[src/rtl/txrate_pkg.sv]
package txrate_pkg;
    localparam int RATE_W = 2;
    typedef logic [RATE_W-1:0] rate_t;

    typedef enum logic [2:0] {
        ST_IDLE,
        ST_ARM,
        ST_STROBE,
        ST_WRISE,
        ST_WFALL,
        ST_REL
    } seq_state_t;

    function automatic int imax(input int a, input int b);
        return (a > b) ? a : b;
    endfunction
endpackage

[src/rtl/txrate_sync.sv]
module txrate_sync #(
    parameter int STAGES = 2
) (
    input  logic clk,
    input  logic rst,
    input  logic d_i,
    output logic q_o
);
    logic [STAGES-1:0] pipe_q;

    always_ff @(posedge clk) begin
        if (rst) pipe_q <= '0;
        else     pipe_q <= {pipe_q[STAGES-2:0], d_i};
    end

    assign q_o = pipe_q[STAGES-1];
endmodule

[src/rtl/txrate_timer.sv]
module txrate_timer #(
    parameter int CNT_W = 4
) (
    input  logic             clk,
    input  logic             rst,
    input  logic             clr_i,
    input  logic [CNT_W-1:0] limit_i,
    output logic             expired_o
);
    logic [CNT_W-1:0] cnt_q;

    always_ff @(posedge clk) begin
        if (rst || clr_i) cnt_q <= '0;
        else if (!expired_o) cnt_q <= cnt_q + 1'b1;
    end

    assign expired_o = (cnt_q == limit_i - 1'b1);
endmodule

[src/rtl/txrate_fsm.sv]
module txrate_fsm
    import txrate_pkg::*;
#(
    parameter int RISE_LIM = 6,
    parameter int BUSY_LIM = 5
) (
    input  logic  clk,
    input  logic  rst,
    input  logic  tx_ready_i,
    input  logic  req_i,
    input  rate_t req_rate_i,
    input  logic  busy_s_i,
    output logic  tx_digrst_o,
    output rate_t rate_code_o,
    output logic  start_o,
    output logic  done_o,
    output logic  err_o
);
    localparam int CNT_W = $clog2(imax(RISE_LIM, BUSY_LIM) + 1);

    seq_state_t       state_q;
    logic             tmr_clr, tmr_exp;
    logic [CNT_W-1:0] tmr_limit;

    assign tmr_clr   = (state_q == ST_STROBE) || (state_q == ST_WRISE && busy_s_i);
    assign tmr_limit = (state_q == ST_WRISE) ? CNT_W'(RISE_LIM) : CNT_W'(BUSY_LIM);

    txrate_timer #(.CNT_W(CNT_W)) timer_i (
        .clk       (clk),
        .rst       (rst),
        .clr_i     (tmr_clr),
        .limit_i   (tmr_limit),
        .expired_o (tmr_exp)
    );

    always_ff @(posedge clk) begin
        if (rst) begin
            state_q     <= ST_IDLE;
            tx_digrst_o <= 1'b1;
            rate_code_o <= '0;
            start_o     <= 1'b0;
            done_o      <= 1'b0;
            err_o       <= 1'b0;
        end else begin
            start_o <= 1'b0;
            done_o  <= 1'b0;
            case (state_q)
                ST_IDLE: begin
                    if (tx_ready_i && req_i) begin
                        tx_digrst_o <= 1'b1;
                        rate_code_o <= req_rate_i;
                        err_o       <= 1'b0;
                        state_q     <= ST_ARM;
                    end else if (tx_ready_i) begin
                        tx_digrst_o <= 1'b0;
                    end
                end
                ST_ARM: begin
                    start_o <= 1'b1;
                    state_q <= ST_STROBE;
                end
                ST_STROBE: state_q <= ST_WRISE;
                ST_WRISE: begin
                    if (busy_s_i) begin
                        state_q <= ST_WFALL;
                    end else if (tmr_exp) begin
                        err_o   <= 1'b1;
                        state_q <= ST_REL;
                    end
                end
                ST_WFALL: begin
                    if (!busy_s_i) begin
                        state_q <= ST_REL;
                    end else if (tmr_exp) begin
                        err_o   <= 1'b1;
                        state_q <= ST_REL;
                    end
                end
                ST_REL: begin
                    tx_digrst_o <= 1'b0;
                    done_o      <= 1'b1;
                    state_q     <= ST_IDLE;
                end
                default: state_q <= ST_IDLE;
            endcase
        end
    end
endmodule

[src/rtl/txrate_seq.sv]
module txrate_seq
    import txrate_pkg::*;
#(
    parameter int RISE_LIM = 6,
    parameter int BUSY_LIM = 5
) (
    input  logic        clk,
    input  logic        rst,
    input  logic        tx_ready_i,
    input  logic        req_i,
    input  logic [1:0]  req_rate_i,
    input  logic        busy_i,
    output logic        tx_digrst_o,
    output logic [1:0]  rate_code_o,
    output logic        start_o,
    output logic        done_o,
    output logic        err_o
);
    logic busy_s;

    txrate_sync #(.STAGES(2)) busy_sync_i (
        .clk (clk),
        .rst (rst),
        .d_i (busy_i),
        .q_o (busy_s)
    );

    txrate_fsm #(.RISE_LIM(RISE_LIM), .BUSY_LIM(BUSY_LIM)) fsm_i (
        .clk         (clk),
        .rst         (rst),
        .tx_ready_i  (tx_ready_i),
        .req_i       (req_i),
        .req_rate_i  (req_rate_i),
        .busy_s_i    (busy_s),
        .tx_digrst_o (tx_digrst_o),
        .rate_code_o (rate_code_o),
        .start_o     (start_o),
        .done_o      (done_o),
        .err_o       (err_o)
    );
endmodule

[config.mk]
export PLATFORM = sky130hd
export DESIGN_NAME = txrate_seq
export DESIGN_NICKNAME = d
export VERILOG_FILES = /design/src/rtl/txrate_pkg.sv /design/src/rtl/txrate_sync.sv /design/src/rtl/txrate_timer.sv /design/src/rtl/txrate_fsm.sv /design/src/rtl/txrate_seq.sv
export SDC_FILE = /design/constraint.sdc
export NUM_CORES = 1
export LEC_CHECK = 0
export ABC_AREA = 1
export BUFFER_PORTS_ARGS = -buffer_cell sky130_fd_sc_hd__buf_4
export CAP_MARGIN = 0
export CORE_MARGIN = 3
export CORE_UTILIZATION = 53
export DETAILED_ROUTE_END_ITERATION = 10
export PLACE_DENSITY = 0.75
export SYNTH_ARGS = -nofsm -noshare
export SYNTH_HDL_FRONTEND = slang
export SYNTH_HIERARCHICAL = 1
export SYNTH_SLANG_ARGS = --single-unit
[constraint.sdc]
create_clock -name clk -period 2.4 [get_ports clk]
set_input_delay 0 -clock clk [delete_from_list [all_inputs] [get_ports clk]]
set_output_delay 0 -clock clk [all_outputs]
set_load 0.01 [all_outputs]
==> run metrics, run 1 <==
status=finished, final reports clean; largest family of logic cells by synthesized area=simple AND/OR/NAND/NOR gates; switching portion of total power=between 30% and 40%; synth top area cells=dfxtp_1 36%, nand3_1 8.3%, inv_1 8.1%; HPWL Detailed=1.11 mm; leading area contributor after synthesis=dfxtp_1; cell-internal power=approximately 490 uW; CP max FO=7; sw power=between 200 and 300 uW; CTS tree=yes; leakage=0.506 nW; total CTS buffers=3; RSZ-0062 raised after global routing=no; Avg WL per Cell=between 9 and 10 um; reg-to-reg setup timing slack=between 0.2 and 0.3 ns; Initial Util=between 50% and 60%; R2R depth=15; pwr/cell area=just under 800 mW/mm2; share of the synthesized area in the top cell type=between 30% and 40%; global-route wire length before repair=between 2 and 3 mm; vias in the first global route=685; Core Area=0.00135 mm2; Worst-Skew Late Latency=roughly 0.28 ns; simple-gate area share of the yosys netlist=42.6%; initial antenna violation count=0; CP max stage cell=dfxtp_1; Final min period=roughly 2.1 ns; Die Y-Extent=around 44 um; share of cells above drive strength 1=between 20% and 30%; CP endpoint kind=flop; cell family with the largest share of critical-path delay=simple AND/OR/NAND/NOR gates; Crit Path Category=reg -> reg; WHS Endpoint=fsm_i/tx_digrst_o; Die Width=44.5 um; Hold Worst Slack=~0.064 ns; sequential cell fraction of total power=39.5%; #FFs+latches synth=14; Post-Synth Adder-Cell Area=~3.2%; GPL Wtd Cong=between 0.8 and 0.9; Critical Path RT=2.58 ns; CTS max path bufs=2; # diodes=0; fin nets=143; Hold Fails Final Rpt=0; crit start category=flop; compound-gate portion of the synthesized area=under 10%; Critical Path, Cell by Cell=nand3_4 -> clkinv_1 -> inv_1 -> ha_1 -> inv_2 -> nand2_2 -> nand2_4 -> nor2_4 -> nand2_4 -> inv_1 -> or2_1 -> o21ai_1 -> nand3_1 -> nand3_1 -> inv_1; CTS H-tree depth=1; Peak VDD IR=~490 uV; reg2reg end=fsm_i/state_q[0]; Syn Inst Count=110; max cap viols=0; num rows=13; unique cell type count in the Yosys netlist=22; placed insts=about 140; Final setup violation count=0; setup ws final=between 0.2 and 0.3 ns; HP Class=in -> reg; Fin Clk Skew=0.00625 ns; antenna-violating nets left=0; Fmax=~470 MHz; Synth-to-Final Area Change=25.8%; DRT Pass-1 Iters=4; post-route setup TNS=0 ns; Tcrit/Tclk final=88.6%; WHS Path Cells=4; root buf cell=clkbuf_4; setup bufs post-CTS=0; combinational fraction of design power=39.4%; Setup WS pre-CTS=slightly above 0.3 ns; Reg-to-Reg Start=fsm_i/state_q[0]; cell mode on critical path=inv_1; Hold Startpoint=tx_ready_i; critical path data arrival time=around 2.3 ns; IO Count=13; DRT iter0 DRCs=8; GRT overflow=0; Max stage delay on crit path=about 0.52 ns; mux cell area share after synthesis=0%; Layout Utilization=73.1%; post-synthesis xor/xnor area fraction=between 1 and 1.5%; Max Slew Vio Count=0; Seq/Total Area, Yosys=a little over a third; post-route insts no fill=between 100 and 150; total number of vias=712; Clk network pwr share=21.1%; YS warnings=6; Synth Cell Area=roughly 780 um2; vias per cell=approximately 4.8; Syn Area/Cell=slightly above 7 um2; drc violations=0; clock slew at reported path FFs=0.08 ns; Crit. path cell count=15; largest net degree at the start of global routing=9; WL final=~1.5 mm; total track usage=about a fifth; clk sink count=14; critical path buffer and inverter count=5; I/O Buffers=12; die area=0.00198 mm2
==> layout by cell type, fill, tap and decap left out, drive strengths merged <==
master       instances
dlygate4sd3          5
or2                  1
a31oi                1
ha                   2
buf                 12
dfxtp               14
nor3                 2
nand2               23
a21oi                3
nand4                1
conb                 3
xor2                 1
clkbuf               4
inv                 22
o21ai                5
clkinv               1
nor2                18
nand3               15
==> worst min-delay path, cell delays in order <==
cell	delay (ns)
buf_4	0.09
nand3_1	0.08
nand3_1	0.07
nand3_1	0.05
==> power by group through the flow <==
stage / registers, mW / logic, mW / clock network (mW)
2_1_floorplan: 0.311 / 0.236 / 0
3_3_place_gp: 0.312 / 0.289 / 0
3_5_place_dp: 0.313 / 0.301 / 0
4_1_cts: 0.308 / 0.308 / 0.176
5_1_grt: 0.314 / 0.355 / 0.183
6_report: 0.308 / 0.307 / 0.164
==> logic make-up (layout without fill, tap and decap cells) <==
family,after synthesis,count (layout)
compound gates,9,9
xor+xnor,1,1
fa+ha+maj,2,2
buf+inv,23,44
flops,14,14
other cells,1,3
simple gates,60,60
==> per-layer routing <==
layer	global-route usage [%]	up-vias	share of wire [%]
met5	0	-	0
met4	5.42	0	0.81
met3	6.50	2	5.8
met2	33.8	15	50
met1	22.7	308	43
li1	-	387	-
==> how the worst max path moves through the flow <==
stage,start,to
2_1_floorplan,fsm_i/state_q[0],fsm_i/state_q[0]
5_1_grt,fsm_i/state_q[0],fsm_i/state_q[0]
3_5_place_dp,fsm_i/state_q[0],fsm_i/state_q[0]
4_1_cts,fsm_i/state_q[0],fsm_i/state_q[0]
3_3_place_gp,fsm_i/state_q[0],fsm_i/state_q[0]
6_report,fsm_i/state_q[0],fsm_i/state_q[0]
==> flip-flops by register name, indices dropped and copies added (netlist names) <==
signal and flops:
fsm_i/state_q 3, fsm_i/timer_i/cnt_q 3, busy_sync_i/pipe_q 2, fsm_i/rate_code_o 2, fsm_i/done_o 1, fsm_i/err_o 1, fsm_i/start_o 1, fsm_i/tx_digrst_o 1
==> stage by stage <==
stage / cell area, um2 / total power, mW
floorplan: 792 / 0.548
detailed placement: 901 / 0.614
global placement: 901 / 0.600
global route: 987 / 0.853
finish: 987 / 0.779
CTS: 987 / 0.792
==> final cells by class <==
cell class / count / area, um2
Timing Repair Buffer: 17 / 140
Tap cell: 15 / 18.8
Inverter: 23 / 86.3
Clock buffer: 4 / 36.3
Multi-Input combinational cell: 75 / 425
Fill cell: 114 / 363
Sequential cell: 14 / 280
==> synthesized netlist by cell type <==
cell,count
nor2_8,1
nand2_4,2
nand3_4,1
o21ai_1,5
nand2_2,5
nand3_2,1
a21oi_1,3
inv_1,17
inv_2,5
nand3_1,13
nor3_1,2
clkinv_1,1
nor2_4,2
or2_1,1
nor2_1,15
a31oi_1,1
nand2_1,16
ha_1,2
conb_1,1
xor2_1,1
dfxtp_1,14
nand4_2,1
==> repair_timing <==
action | CTS | global route
gates resized for setup | 0 | 0
endpoints found under the hold margin | 8 | 0
hold buffers | 5 | 0
Note: power is estimated with default switching activity, not from simulation.
==> inputs of run 2 (changes only) <==
--- a/config.mk
+++ b/config.mk
@@ -11,6 +11,7 @@
 export CORE_MARGIN = 3
 export CORE_UTILIZATION = 53
 export DETAILED_ROUTE_END_ITERATION = 10
+export MAX_ROUTING_LAYER = met4
 export PLACE_DENSITY = 0.75
 export SYNTH_ARGS = -nofsm -noshare
 export SYNTH_HDL_FRONTEND = slang
==> run metrics, run 2 (synthesis results as in run 1) <==
Critical Path, Cell by Cell=nand3_4 -> clkinv_1 -> inv_1 -> ha_1 -> inv_2 -> nand2_2 -> nand2_4 -> nor2_4 -> nand2_4 -> inv_1 -> or2_1 -> o21ai_1 -> nand3_1 -> nand3_1 -> inv_1 (unchanged); combinational fraction of design power=39.4% (about the same); die area=0.00198 mm2 (unchanged); status=finished, final reports clean (unchanged); initial antenna violation count=0 (unchanged); DRT iter0 DRCs=10 (was 8); antenna-violating nets left=0 (unchanged); setup bufs post-CTS=0 (unchanged); commonest non-fill, non-tap cell in the layout=inv_1 (unchanged); vias in the first global route=684 (was 685); routed length on met1=640 um (was 633 um); Hold Fails Final Rpt=0 (unchanged); Synth-to-Final Area Change=25.8% (unchanged); largest net degree at the start of global routing=9 (unchanged); CP endpoint kind=flop (unchanged); largest registers=fsm_i/state_q (3), fsm_i/timer_i/cnt_q (3) (unchanged); pwr/cell area=789 mW/mm2 (about the same); Critical Path RT=2.58 ns (about the same); Core Area=0.00135 mm2 (unchanged); vias per cell=4.84 (was 4.81); post-CTS resize count=0 (unchanged); most frequent cells in the layout=17 x inv_1, 16 x nand2_1, 15 x nor2_1 (unchanged); CTS max path bufs=2 (unchanged); total number of vias=716 (was 712); global-route wire length before repair=2.85 mm (unchanged); DR top layer=met4 (unchanged); crit start category=flop (unchanged); WL final=1.48 mm (about the same); Worst-Skew Late Latency=0.28 ns (about the same); post-route setup TNS=0 ns (unchanged); Design Power=779 uW (about the same); max cap viols=0 (unchanged); cell mode on critical path=inv_1 (unchanged); cts hold-fix bufs=5 (unchanged); sequential cell fraction of total power=39.5% (about the same); Fmax=471 MHz (was 470 MHz); Final min period=2.12 ns (was 2.13 ns); DRT Pass-1 Iters=4 (unchanged); Die Width=44.5 um (unchanged); switching portion of total power=36.8% (about the same); CP max FO=7 (unchanged); CTS tree=yes (unchanged); Peak VDD IR=493 uV (was 494 uV); root buf cell=clkbuf_4 (unchanged); leakage=0.506 nW (unchanged); RSZ-0062 raised after global routing=no (unchanged); Final setup violation count=0 (unchanged); GPL Wtd Cong=0.876 (was 0.862); total CTS buffers=3 (unchanged); Avg WL per Cell=10.0 um (was 9.97 um); num rows=13 (unchanged); HPWL Detailed=1.11 mm (unchanged); CP max stage cell=dfxtp_1 (unchanged); Fillers=114 (unchanged); HP Class=in -> reg (unchanged); Initial Util=58.1% (unchanged); cell family with the largest share of critical-path delay=simple AND/OR/NAND/NOR gates (unchanged); Max Slew Vio Count=0 (unchanged); sw power=286 uW (about the same); CTS H-tree depth=1 (unchanged); Clk network pwr share=21.1% (about the same); IO Count=13 (unchanged); Die Y-Extent=44.5 um (unchanged); I/O Buffers=12 (unchanged); wire length on met3=81 um (was 85 um); metal2 WL=746 um (was 744 um); Fin Clk Skew=0.00627 ns (was 0.00625 ns); Max stage delay on crit path=0.51 ns (was 0.52 ns); total track usage=20.2% (was 19.6%); Crit Path Category=reg -> reg (unchanged); drc violations=0 (unchanged); GRT overflow=0 (unchanged); # diodes=0 (unchanged); critical path buffer and inverter count=5 (unchanged); cell-internal power=493 uW (about the same); fin nets=143 (unchanged); clk sink count=14 (unchanged); clock slew at reported path FFs=0.08 ns (about the same); Tcrit/Tclk final=88.5% (was 88.6%); share of cells above drive strength 1=25.6% (unchanged); critical path data arrival time=2.31 ns (about the same)
==> run 2: cell counts in the layout (fill, tap and decap cells not counted) <==
No cell type changed its count.
==> run 2: metrics by stage <==
| stage | hold slack, ns | instance area [um2] | setup WS (ns) | std cells | util [%] |
|---|---|---|---|---|---|
| detailed placement | 0.215 | 901 | 0.304 | 139 | 66.7 |
| finish | 0.0671 | 987 | 0.277 | 148 | 73.1 |
| floorplan | 0.0694 | 792 | 0.498 | 112 | - |
| global route | 0.100 | 987 | 0.0292 | 148 | 73.1 |
| CTS | 0.0454 | 987 | 0.277 | 148 | 73.1 |
| global placement | 0.205 | 901 | 0.371 | 139 | 66.7 |
==> run 2: worst paths after layout <==
| check | startpoint | end | slack, ns | cells past startpoint |
|---|---|---|---|---|
| setup / recovery | fsm_i/state_q[0] | fsm_i/state_q[0] | 0.28 | 15 |
| hold / removal | tx_ready_i | fsm_i/tx_digrst_o | 0.07 | 4 |
| setup reg to reg | fsm_i/state_q[0] | fsm_i/state_q[0] | 0.28 | 15 |
| hold reg to reg | busy_sync_i/pipe_q[0] | busy_sync_i/pipe_q[1] | 0.41 | 2 |
==> run 2: area by class of cell <==
| class | count | area (um2) | area share, % |
|---|---|---|---|
| flip-flops and latches | 14 | 280 | 28.4 |
| well taps | 15 | 18.8 | 1.90 |
| repair buffers | 17 | 140 | 14.2 |
| inverters | 23 | 86.3 | 8.75 |
| multi-input cells | 75 | 425 | 43.1 |
| clock buffers | 4 | 36.3 | 3.68 |
==> run 2: worst min-delay path: cells and delay by family <==
family,cells,cell delay (ns)
buf+inv,1,0.10
simple gates,3,0.20
==> run 2: power groups by stage <==
| stage | combinational [mW] | clock (mW) | sequential, mW |
|---|---|---|---|
| floorplan | 0.236 | 0 | 0.311 |
| global placement | 0.289 | 0 | 0.312 |
| detailed placement | 0.301 | 0 | 0.313 |
| CTS | 0.308 | 0.176 | 0.308 |
| global route | 0.355 | 0.183 | 0.314 |
| finish | 0.307 | 0.164 | 0.308 |
==> run 2: layer usage <==
| metal | vias up | global-route usage (%) |
|---|---|---|
| met3 | 2 | 6.50 |
| li1 | 388 | - |
| met4 | 0 | 5.42 |
| met5 | - | - |
| met2 | 14 | 33.8 |
| met1 | 312 | 22.7 |
